$ cat src/rtl/hiccup_pkg.sv
package hiccup_pkg;

  typedef enum logic [2:0] {
    ST_OFF   = 3'd0,
    ST_RUN   = 3'd1,
    ST_QUAL  = 3'd2,
    ST_BLANK = 3'd3,
    ST_WAIT  = 3'd4,
    ST_OVP   = 3'd5
  } hcp_state_t;

  // number of whole units the drive stays blanked inside one hiccup period
  function automatic int blank_units(input int period_units);
    return period_units - 1;
  endfunction

  // states in which gate pulses may be issued
  function automatic logic drive_allowed(input hcp_state_t s);
    return (s == ST_RUN) || (s == ST_QUAL);
  endfunction

endpackage

$ cat src/rtl/hcp_unit_timer.sv
module hcp_unit_timer #(
  parameter int TICKS_PER_UNIT = 128,
  parameter int UNITS_MAX      = 8,
  localparam int SW = (TICKS_PER_UNIT > 1) ? $clog2(TICKS_PER_UNIT) : 1,
  localparam int UW = $clog2(UNITS_MAX + 1)
) (
  input  logic          clk,
  input  logic          rst_n,
  input  logic          clr,
  input  logic          tick,
  output logic          unit_pulse,
  output logic [UW-1:0] units
);

  logic [SW-1:0] sub_q;

  assign unit_pulse = tick && (sub_q == SW'(TICKS_PER_UNIT - 1));

  always_ff @(posedge clk or negedge rst_n) begin
    if (!rst_n) begin
      sub_q <= '0;
      units <= '0;
    end else if (clr) begin
      sub_q <= '0;
      units <= '0;
    end else if (tick) begin
      if (unit_pulse) begin
        sub_q <= '0;
        if (units != UW'(UNITS_MAX)) units <= units + 1'b1;
      end else begin
        sub_q <= sub_q + 1'b1;
      end
    end
  end

endmodule

$ cat src/rtl/hcp_fsm.sv
module hcp_fsm
  import hiccup_pkg::*;
(
  input  logic       clk,
  input  logic       rst_n,
  input  logic       fault,
  input  logic       uv_high,
  input  logic       uv_low,
  input  logic       ovp,
  input  logic       qual_done,
  input  logic       blank_done,
  output hcp_state_t state,
  output logic       timer_clr,
  output logic       ovp_seen
);

  hcp_state_t nxt;

  always_comb begin
    nxt = state;
    if (state != ST_OVP && ovp)         nxt = ST_OVP;
    else if (state != ST_OVP && uv_low) nxt = ST_OFF;
    else begin
      unique case (state)
        ST_OFF:   if (uv_high) nxt = ST_RUN;
        ST_RUN:   if (fault)   nxt = ST_QUAL;
        ST_QUAL:  if (!fault) nxt = ST_RUN;
                  else if (qual_done) nxt = ST_BLANK;
        ST_BLANK: if (!fault) nxt = ST_WAIT;
                  else if (blank_done) nxt = ST_QUAL;
        ST_WAIT:  if (uv_high) nxt = ST_RUN;
        ST_OVP:   if (uv_low)  nxt = ST_OFF;
        default:  nxt = ST_OFF;
      endcase
    end
  end

  assign timer_clr = (nxt != state);

  always_ff @(posedge clk or negedge rst_n) begin
    if (!rst_n) begin
      state    <= ST_OFF;
      ovp_seen <= 1'b0;
    end else begin
      state <= nxt;
      if (nxt == ST_OVP) ovp_seen <= 1'b1;
    end
  end

endmodule

$ cat src/rtl/hiccup_supervisor.sv
module hiccup_supervisor
  import hiccup_pkg::*;
#(
  parameter int TICKS_PER_UNIT = 128,
  parameter int PERIOD_UNITS   = 8,
  localparam int UW = $clog2(PERIOD_UNITS + 1)
) (
  input  logic       clk,
  input  logic       rst_n,
  input  logic       tick,
  input  logic       fault_flag,
  input  logic       uv_high,
  input  logic       uv_low,
  input  logic       ovp,
  output logic       drive_en,
  output logic       vco_bypass,
  output logic [2:0] state_o,
  output logic       ovp_seen
);

  hcp_state_t    state;
  logic          timer_clr;
  logic          unit_pulse;
  logic [UW-1:0] units;

  // named internal events
  logic qual_done;
  logic blank_done;

  hcp_unit_timer #(
    .TICKS_PER_UNIT(TICKS_PER_UNIT),
    .UNITS_MAX     (PERIOD_UNITS)
  ) u_timer (
    .clk       (clk),
    .rst_n     (rst_n),
    .clr       (timer_clr),
    .tick      (tick),
    .unit_pulse(unit_pulse),
    .units     (units)
  );

  assign qual_done  = unit_pulse && (units == '0);
  assign blank_done = unit_pulse && (units == UW'(blank_units(PERIOD_UNITS) - 1));

  hcp_fsm u_fsm (
    .clk       (clk),
    .rst_n     (rst_n),
    .fault     (fault_flag),
    .uv_high   (uv_high),
    .uv_low    (uv_low),
    .ovp       (ovp),
    .qual_done (qual_done),
    .blank_done(blank_done),
    .state     (state),
    .timer_clr (timer_clr),
    .ovp_seen  (ovp_seen)
  );

  assign drive_en   = drive_allowed(state);
  assign vco_bypass = (state == ST_QUAL);
  assign state_o    = state;

endmodule

$ cat config.mk
export PLATFORM = sky130hd
export DESIGN_NAME = hiccup_supervisor
export DESIGN_NICKNAME = d
export VERILOG_FILES = /design/src/rtl/hiccup_pkg.sv /design/src/rtl/hcp_unit_timer.sv /design/src/rtl/hcp_fsm.sv /design/src/rtl/hiccup_supervisor.sv
export SDC_FILE = /design/constraint.sdc
export NUM_CORES = 1
export LEC_CHECK = 0
export CORE_MARGIN = 2
export CORE_UTILIZATION = 55
export CTS_CLUSTER_SIZE = 24
export DETAILED_ROUTE_END_ITERATION = 10
export DONT_BUFFER_PORTS = 1
export PLACE_DENSITY = 0.73
export SETUP_SLACK_MARGIN = 0.4
export SLEW_MARGIN = 40
export SYNTH_ARGS = -nofsm -noshare
export SYNTH_HDL_FRONTEND = slang
export SYNTH_SLANG_ARGS = --single-unit
$ cat constraint.sdc
create_clock -name clk -period 1.9 [get_ports clk]
set_input_delay 0.19 -clock clk [delete_from_list [all_inputs] [get_ports clk]]
set_output_delay 0.19 -clock clk [all_outputs]
set_load 0.03 [all_outputs]
Word level (Yosys, flattened, before mapping):

Index checks and enable logic that the tools add are counted.

* bits in registers: 15
* bits in latches: 0
* memory bits (writable): 0
* ROM bits: 0
* input port bits: 7
* output and inout port bits: 6
* logic and storage cells: 47
* memories: 0

* add/sub/neg operators: 2
* multiply operators: 0
* divide/modulo/power cells: 0
* magnitude comparators: 0
* equality and inequality tests: 11
* shift operators: 0
* muxes and demuxes: 17
* bitwise gates (word level): 0
* reductions and logical operators: 13

Operators with widths (count)
* 2-to-1 mux 3 bit: 9
* 2-to-1 mux 7 bit: 3
* 2-to-1 mux 4 bit: 4
* case mux 3 bit (5 select lines): 1
* equality test 3 bit (second input constant): 3
* adder 7 x 1 -> 7 bit (second input constant): 1
* equality test 7 bit (second input constant): 1
* equality test 3 x 2 -> 1 bit (second input constant): 2
* nonzero test 2 bit: 3
* logical AND 1 bit: 5
* adder 4 x 1 -> 4 bit (second input constant): 1
* equality test 4 x 3 -> 1 bit (second input constant): 1
* logical NOT 4 bit: 1
* != test 4 bit (second input constant): 1
* equality test 3 x 1 -> 1 bit (second input constant): 1
* logical NOT 3 bit: 1
* != test 3 bit: 1
* != test 3 bit (second input constant): 1
* AND reduction 3 bit: 1
* OR reduction 2 bit: 1
* logical OR 1 bit: 1

Logic depth before layout (Yosys ltp):

* word-level depth: 11
* gate-level depth with buffers: 8
* gate-level depth less buffers: 7

Hierarchy:

A second synthesis with hierarchy kept.

* cells, all modules: 94
* area total of the unflattened synthesis: 963.4 µm²

By module, submodules not included
* hcp_unit_timer: instances 1, cells an instance 59, area each 619.3 µm²
* hcp_fsm: instances 1, cells an instance 28, area each 284.0 µm²
* hiccup_supervisor: instances 1, cells an instance 7, area each 60.1 µm²

Worst setup path after synthesis:

Ideal clock, no wire load.

* path type: reg-to-reg
* start: reg u_fsm.state[2]
* end: reg u_timer.sub_q[5]
* arrival: 1.826 ns
* required time: 1.774 ns
* setup slack: -0.052 ns
* stages on the path, launching flop included: 8
* cell sequence: dfrtp_1 buf_6 or3b_4 nor4_2 o21a_2 o21a_1 buf_4 nor3_2

* longest elaborated chain between the ends: 7
* elaborated cells between the ends (all ways): 23
* classes of those cells: 7 x eq/ne; 11 x mux; 5 x reduce/logical

Ends and longest elaborated chain
* start, declared: line hcp_fsm.sv:12 `output hcp_state_t state,`
* start signal, assigned: line hcp_fsm.sv:45 `state <= nxt;`
* equality test 3 bit (tied with other cells): line hcp_fsm.sv:24 `unique case (state)`
* OR reduction 2 bit (no source line) (tied with other cells)
* case mux 3 bit (5 select lines): line hcp_fsm.sv:24
* 2-to-1 mux 3 bit: line hcp_fsm.sv:22 `else if (state != ST_OVP && uv_low) nxt = ST_OFF;`
* 2-to-1 mux 3 bit: line hcp_fsm.sv:21 `if (state != ST_OVP && ovp) nxt = ST_OVP;`
* != test 3 bit *: line hcp_fsm.sv:38 `assign timer_clr = (nxt != state);`
* 2-to-1 mux 7 bit or nonzero test 2 bit (tied branches)
* end signal, assigned: line hcp_unit_timer.sv:31 `sub_q <= sub_q + 1'b1;`
* end, declared: line hcp_unit_timer.sv:15 `logic [SW-1:0] sub_q;`

Every way passes the cells marked *; elsewhere a longest branch is shown, timed or not.
A chain may end at the register's enable or synchronous reset.

Worst setup path after layout:

* start: reg u_timer.units[0]
* end: reg u_timer.units[2]

* longest elaborated chain between the ends: 10
* elaborated cells between the ends (all ways): 22
* classes of those cells: 1 x add/sub; 3 x eq/ne; 11 x mux; 7 x reduce/logical

Ends and longest elaborated chain
* start, declared: line hcp_unit_timer.sv:12 `output logic [UW-1:0] units`
* start signal, assigned: line hcp_unit_timer.sv:29 `if (units != UW'(UNITS_MAX)) units <= units + 1'b1;`
* equality test 4 x 3 -> 1 bit or logical NOT 4 bit (tied branches): line hiccup_supervisor.sv:43, hiccup_supervisor.sv:42
* logical AND 1 bit, on equally long branches: line hiccup_supervisor.sv:43, hiccup_supervisor.sv:42
* 2-to-1 mux 3 bit, on equally long branches: line hcp_fsm.sv:30, hcp_fsm.sv:28
* 2-to-1 mux 3 bit, on equally long branches: line hcp_fsm.sv:29, hcp_fsm.sv:27
* case mux 3 bit (5 select lines): line hcp_fsm.sv:24
* 2-to-1 mux 3 bit: line hcp_fsm.sv:22
* 2-to-1 mux 3 bit: line hcp_fsm.sv:21
* != test 3 bit: line hcp_fsm.sv:38
* nonzero test 2 bit (no source line)
* AND reduction 3 bit (no source line)

Parallel ways exist; a longest one is shown, timed or not. The select of a mux whose other input is x is not followed.

==> flow_results.org <==
** Floorplan
- 13 I/O pins were placed.
- Total Die Area :: 2264 um2
- Overall die height :: roughly 48 um
- From left edge to right edge, the die measures about 48 um.
- After floorplanning, the core was sized to cover 1764 um2.
- Cell Rows :: 15
- Initial core utilization :: 59.22%

** Timing
- WHS :: approximately 0.086 ns
- Tightest slew margin relative to the limit :: between 50% and 60%
- Fin. Hold Viols :: 0
- Setup violations remaining at the end of the flow were counted as 0.
- Fin crit period :: 1.871 ns
- Derived from the worst setup path, the maximum achievable clock frequency is roughly 530 MHz.
- Unrepaired setup endpoints after global routing :: yes
- For the pin with the worst max-slew slack, the measured transition is between 0.6 and 0.7 ns.
- The max-slew violation count was 0.
- Final worst path period share :: ~98%
- On the final layout, the worst clock skew is 0.006449 ns.

** Yosys
- After synthesis, flip-flops and latches occupy 35.93% of the total area.
- Count of different cell masters after synthesis :: 38
- Post-synthesis register bit count :: 15
- Number of synthesis warnings :: 0
- Cell area after synthesis :: ~1000 um2
- Syn nets :: 116
- Cell count after synthesis :: 105
- Counting flops with a built-in enable in the synthesized netlist gives 0.
- Of all flip-flops after synthesis, the portion carrying an async set or reset was between 90% and 100%.
- Prevailing post-synth register cell :: dfrtp_1
- In this run the mean area of a mapped cell was roughly 10 um2.

** Global routing
- Total global routing overflow :: 0
- The first global-routing pass estimated roughly 3500 um of wire.
- Largest net degree at the start of global routing :: 16
- Global Route Usage Sum :: between 20 and 25%
- Via count of the first global-routing pass :: 874
- Number of antenna violations at the first check in global routing :: 0

** Clock network
- Master cell of the clock root buffer :: clkbuf_4
- CTS saw 15 sinks.
- TritonCTS clock tree :: yes
- The clock reaches the later pin of the worst-skew pair after just under 0.3 ns.
- Number of levels in the clock H-tree :: 1
- Clock buffer count from CTS :: 3
- After clock tree synthesis, the clock-pin slew on the worst setup and hold paths is ~0.09 ns.
- No sink is reached through more buffers than the 2 on the longest clock path.

** Job
- Max Cap Viol :: 0

** Detailed routing
- Detailed-route wire length :: ~2400 um
- Overall via count from detail_route :: roughly 870
- Number of nets still failing antenna checks after routing :: 0
- DRC marker count from the first detailed-route iteration :: 11
- Avg WL per Cell :: approximately 16 um
- Via/cell ratio :: 5.846
- Detailed Routing Iterations Pass 1 :: 4
- For this run, design rule violations remaining after detail routing come to 0.

** Critical path
- Worst path top cell family by delay :: simple AND/OR/NAND/NOR gates
- Required time at the endpoint of the critical path :: roughly 2.1 ns
- Critical Path Max Stage Delay :: 0.41 ns
- STA classifies the critical path endpoint as a flip-flop.
- Crit path cell chain :: inv_2 > ha_4 > or3b_4 > nor4_4 > o21a_2 > o21a_2 > clkbuf_16 > nor3_4
- Maximum fanout along the worst path :: 5
- Cell mode on critical path :: o21a_2
- Arrival time at the worst endpoint :: 2.06 ns
- CP startpoint kind :: flip-flop
- Cell with the largest stage delay on the worst path :: dfrtp_1
- Critical path type :: flip-flop to flip-flop
- Together, buffers and inverters on the worst path number 2.

** Power and ir drop
- Net switching is 38.91% of the power.
- In this run, the clock network consumes roughly 16% of the power.
- Combinational cells account for 51.3% of the total power.
- Internal cell power :: 0.7115 mW
- Total power :: about 1.2 mW
- The analysis attributes to net switching a power of roughly 0.45 mW.
- For this design the ratio of total power to cell area is ~860 nW/um2.
- In this run, flip-flops and latches consume between 30% and 40% of the power.
- IR analysis of the VDD net gives a maximum drop of around 0.00059 V.
- Standby leakage power :: approximately 0.57 nW

** Placed design
- In this run the tool buffered the top-level ports with 0 buffer cells.
- Final estimated routing congestion in global placement :: roughly 0.79
- After legalization and detailed placement, the total HPWL measured 1540 um.

** Worst hold path
- The min-delay analysis places its worst path in the category primary input to flip-flop.

** Status
- Status :: finished clean

** Final layout
- Antenna diode count :: 0
- From synthesis to final layout, the design area changed by 30.30%.
- Number of nets in the layout :: between 100 and 150
- Leaving out fill and tap cells, the most frequent cells in the layout are nor3_2 (12), buf_4 (12), dfrtp_1 (12).
- After filler insertion, the fill cell instance count of the layout stands at between 100 and 150.
- In the final layout, the share of cells above drive strength 1 is 42.74%.
## worst register-to-register path: cells and delay by family (launching register included)
family          cells  cell delay (ns)
compound gates      2             0.39
fa+ha+maj           1             0.14
simple gates        3             0.56
buf+inv             2             0.26
flops               1             0.41
## power groups by stage
| stage | clock network, mW | registers [mW] | logic, mW |
|---|---|---|---|
| floorplan | 0 | 0.401 | 0.337 |
| global placement | 0 | 0.403 | 0.423 |
| detailed placement | 0 | 0.404 | 0.431 |
| CTS | 0.192 | 0.377 | 0.536 |
| global route | 0.204 | 0.381 | 0.639 |
| finish | 0.190 | 0.377 | 0.597 |
## per-stage QoR
stage | setup slack [ns] | setup TNS [ns] | area, um2 | utilization (%) | cells
after global placement | 0.02674 | 0 | 1150 | 65.18 | 136
final | 0.02862 | 0 | 1361 | 77.16 | 149
after CTS | 0.06986 | 0 | 1280 | 72.55 | 147
after floorplan | 0.02025 | 0 | 1061 | - | 105
after global routing | -0.03325 | -0.2496 | 1361 | 77.16 | 149
after detailed placement | -0.05310 | -0.1564 | 1150 | 65.18 | 136
## kinds of logic after synthesis
logic type,Yosys count,synth area share (%)
AO/OA/AOI/OAI,16,11.50
XOR/XNOR,9,7.544
adder cells (fa/ha/maj),4,4.791
buffers and inverters,12,6.946
flip-flops,15,35.93
multiplexers,1,0.9581
AND/OR/NAND/NOR,48,32.34
## sequential cells by signal, indices dropped and copies added (netlist names)
signal and count:
u_timer.sub_q 7, u_timer.units 4, u_fsm.state 3, u_fsm.ovp_seen 1
## cell type report
type	instances	area (um2)	share of cell area (%)
inverter	7	26.28	1.930
multi-input combinational	78	690.7	50.74
clock buffer	4	26.28	1.930
tap	25	31.28	2.298
timing repair buffer	20	207.7	15.26
sequential	15	379.1	27.85
## metal layers
metal / track usage, % / up-vias / wire, um
met4: 14.59 / 0 / 78
met5: 0 / - / 0
met2: 41.89 / 29 / 1163
met3: 2.642 / 8 / 112
met1: 23.82 / 416 / 1014
li1: - / 418 / -
## synth_stat cells (all sizes together), types with 3 or more instances
library cell / n / share of area (%)
inv: 7 / 2.5
nor3: 15 / 12
or3b: 3 / 2.8
xor2: 5 / 4.2
nand2: 5 / 1.8
ha: 4 / 4.8
nand3: 4 / 1.9
buf: 5 / 4.4
xnor2: 4 / 3.4
dfrtp: 15 / 36
o21ai: 3 / 1.4
nor2: 8 / 2.9
a21oi: 4 / 1.9
nand4: 3 / 3.2
## worst paths after layout
| path | from | to | slack (ns) | cells past startpoint |
|---|---|---|---|---|
| max in group asynchronous | rst_n | u_fsm.state[0] | 1.06 | 1 |
| setup reg to reg | u_timer.units[0] | u_timer.units[2] | 0.03 | 8 |
| setup / recovery | u_timer.units[0] | u_timer.units[2] | 0.03 | 8 |
| hold / removal | fault_flag | u_fsm.state[2] | 0.09 | 2 |
| hold reg to reg | u_timer.sub_q[1] | u_timer.sub_q[1] | 0.61 | 2 |
| min in group asynchronous | rst_n | u_timer.units[0] | 0.37 | 1 |
## what timing repair did
action | CTS | global route
buffers inserted | 4 | 1
gates resized for setup | 9 | 10
cloned | 0 | 1
pin swaps | 5 | 4
hold buffers | 3 | 0
hold endpoints to repair | 17 | 0
setup endpoints to repair | 13 | 14
Power figures use the tool's default switching activity.
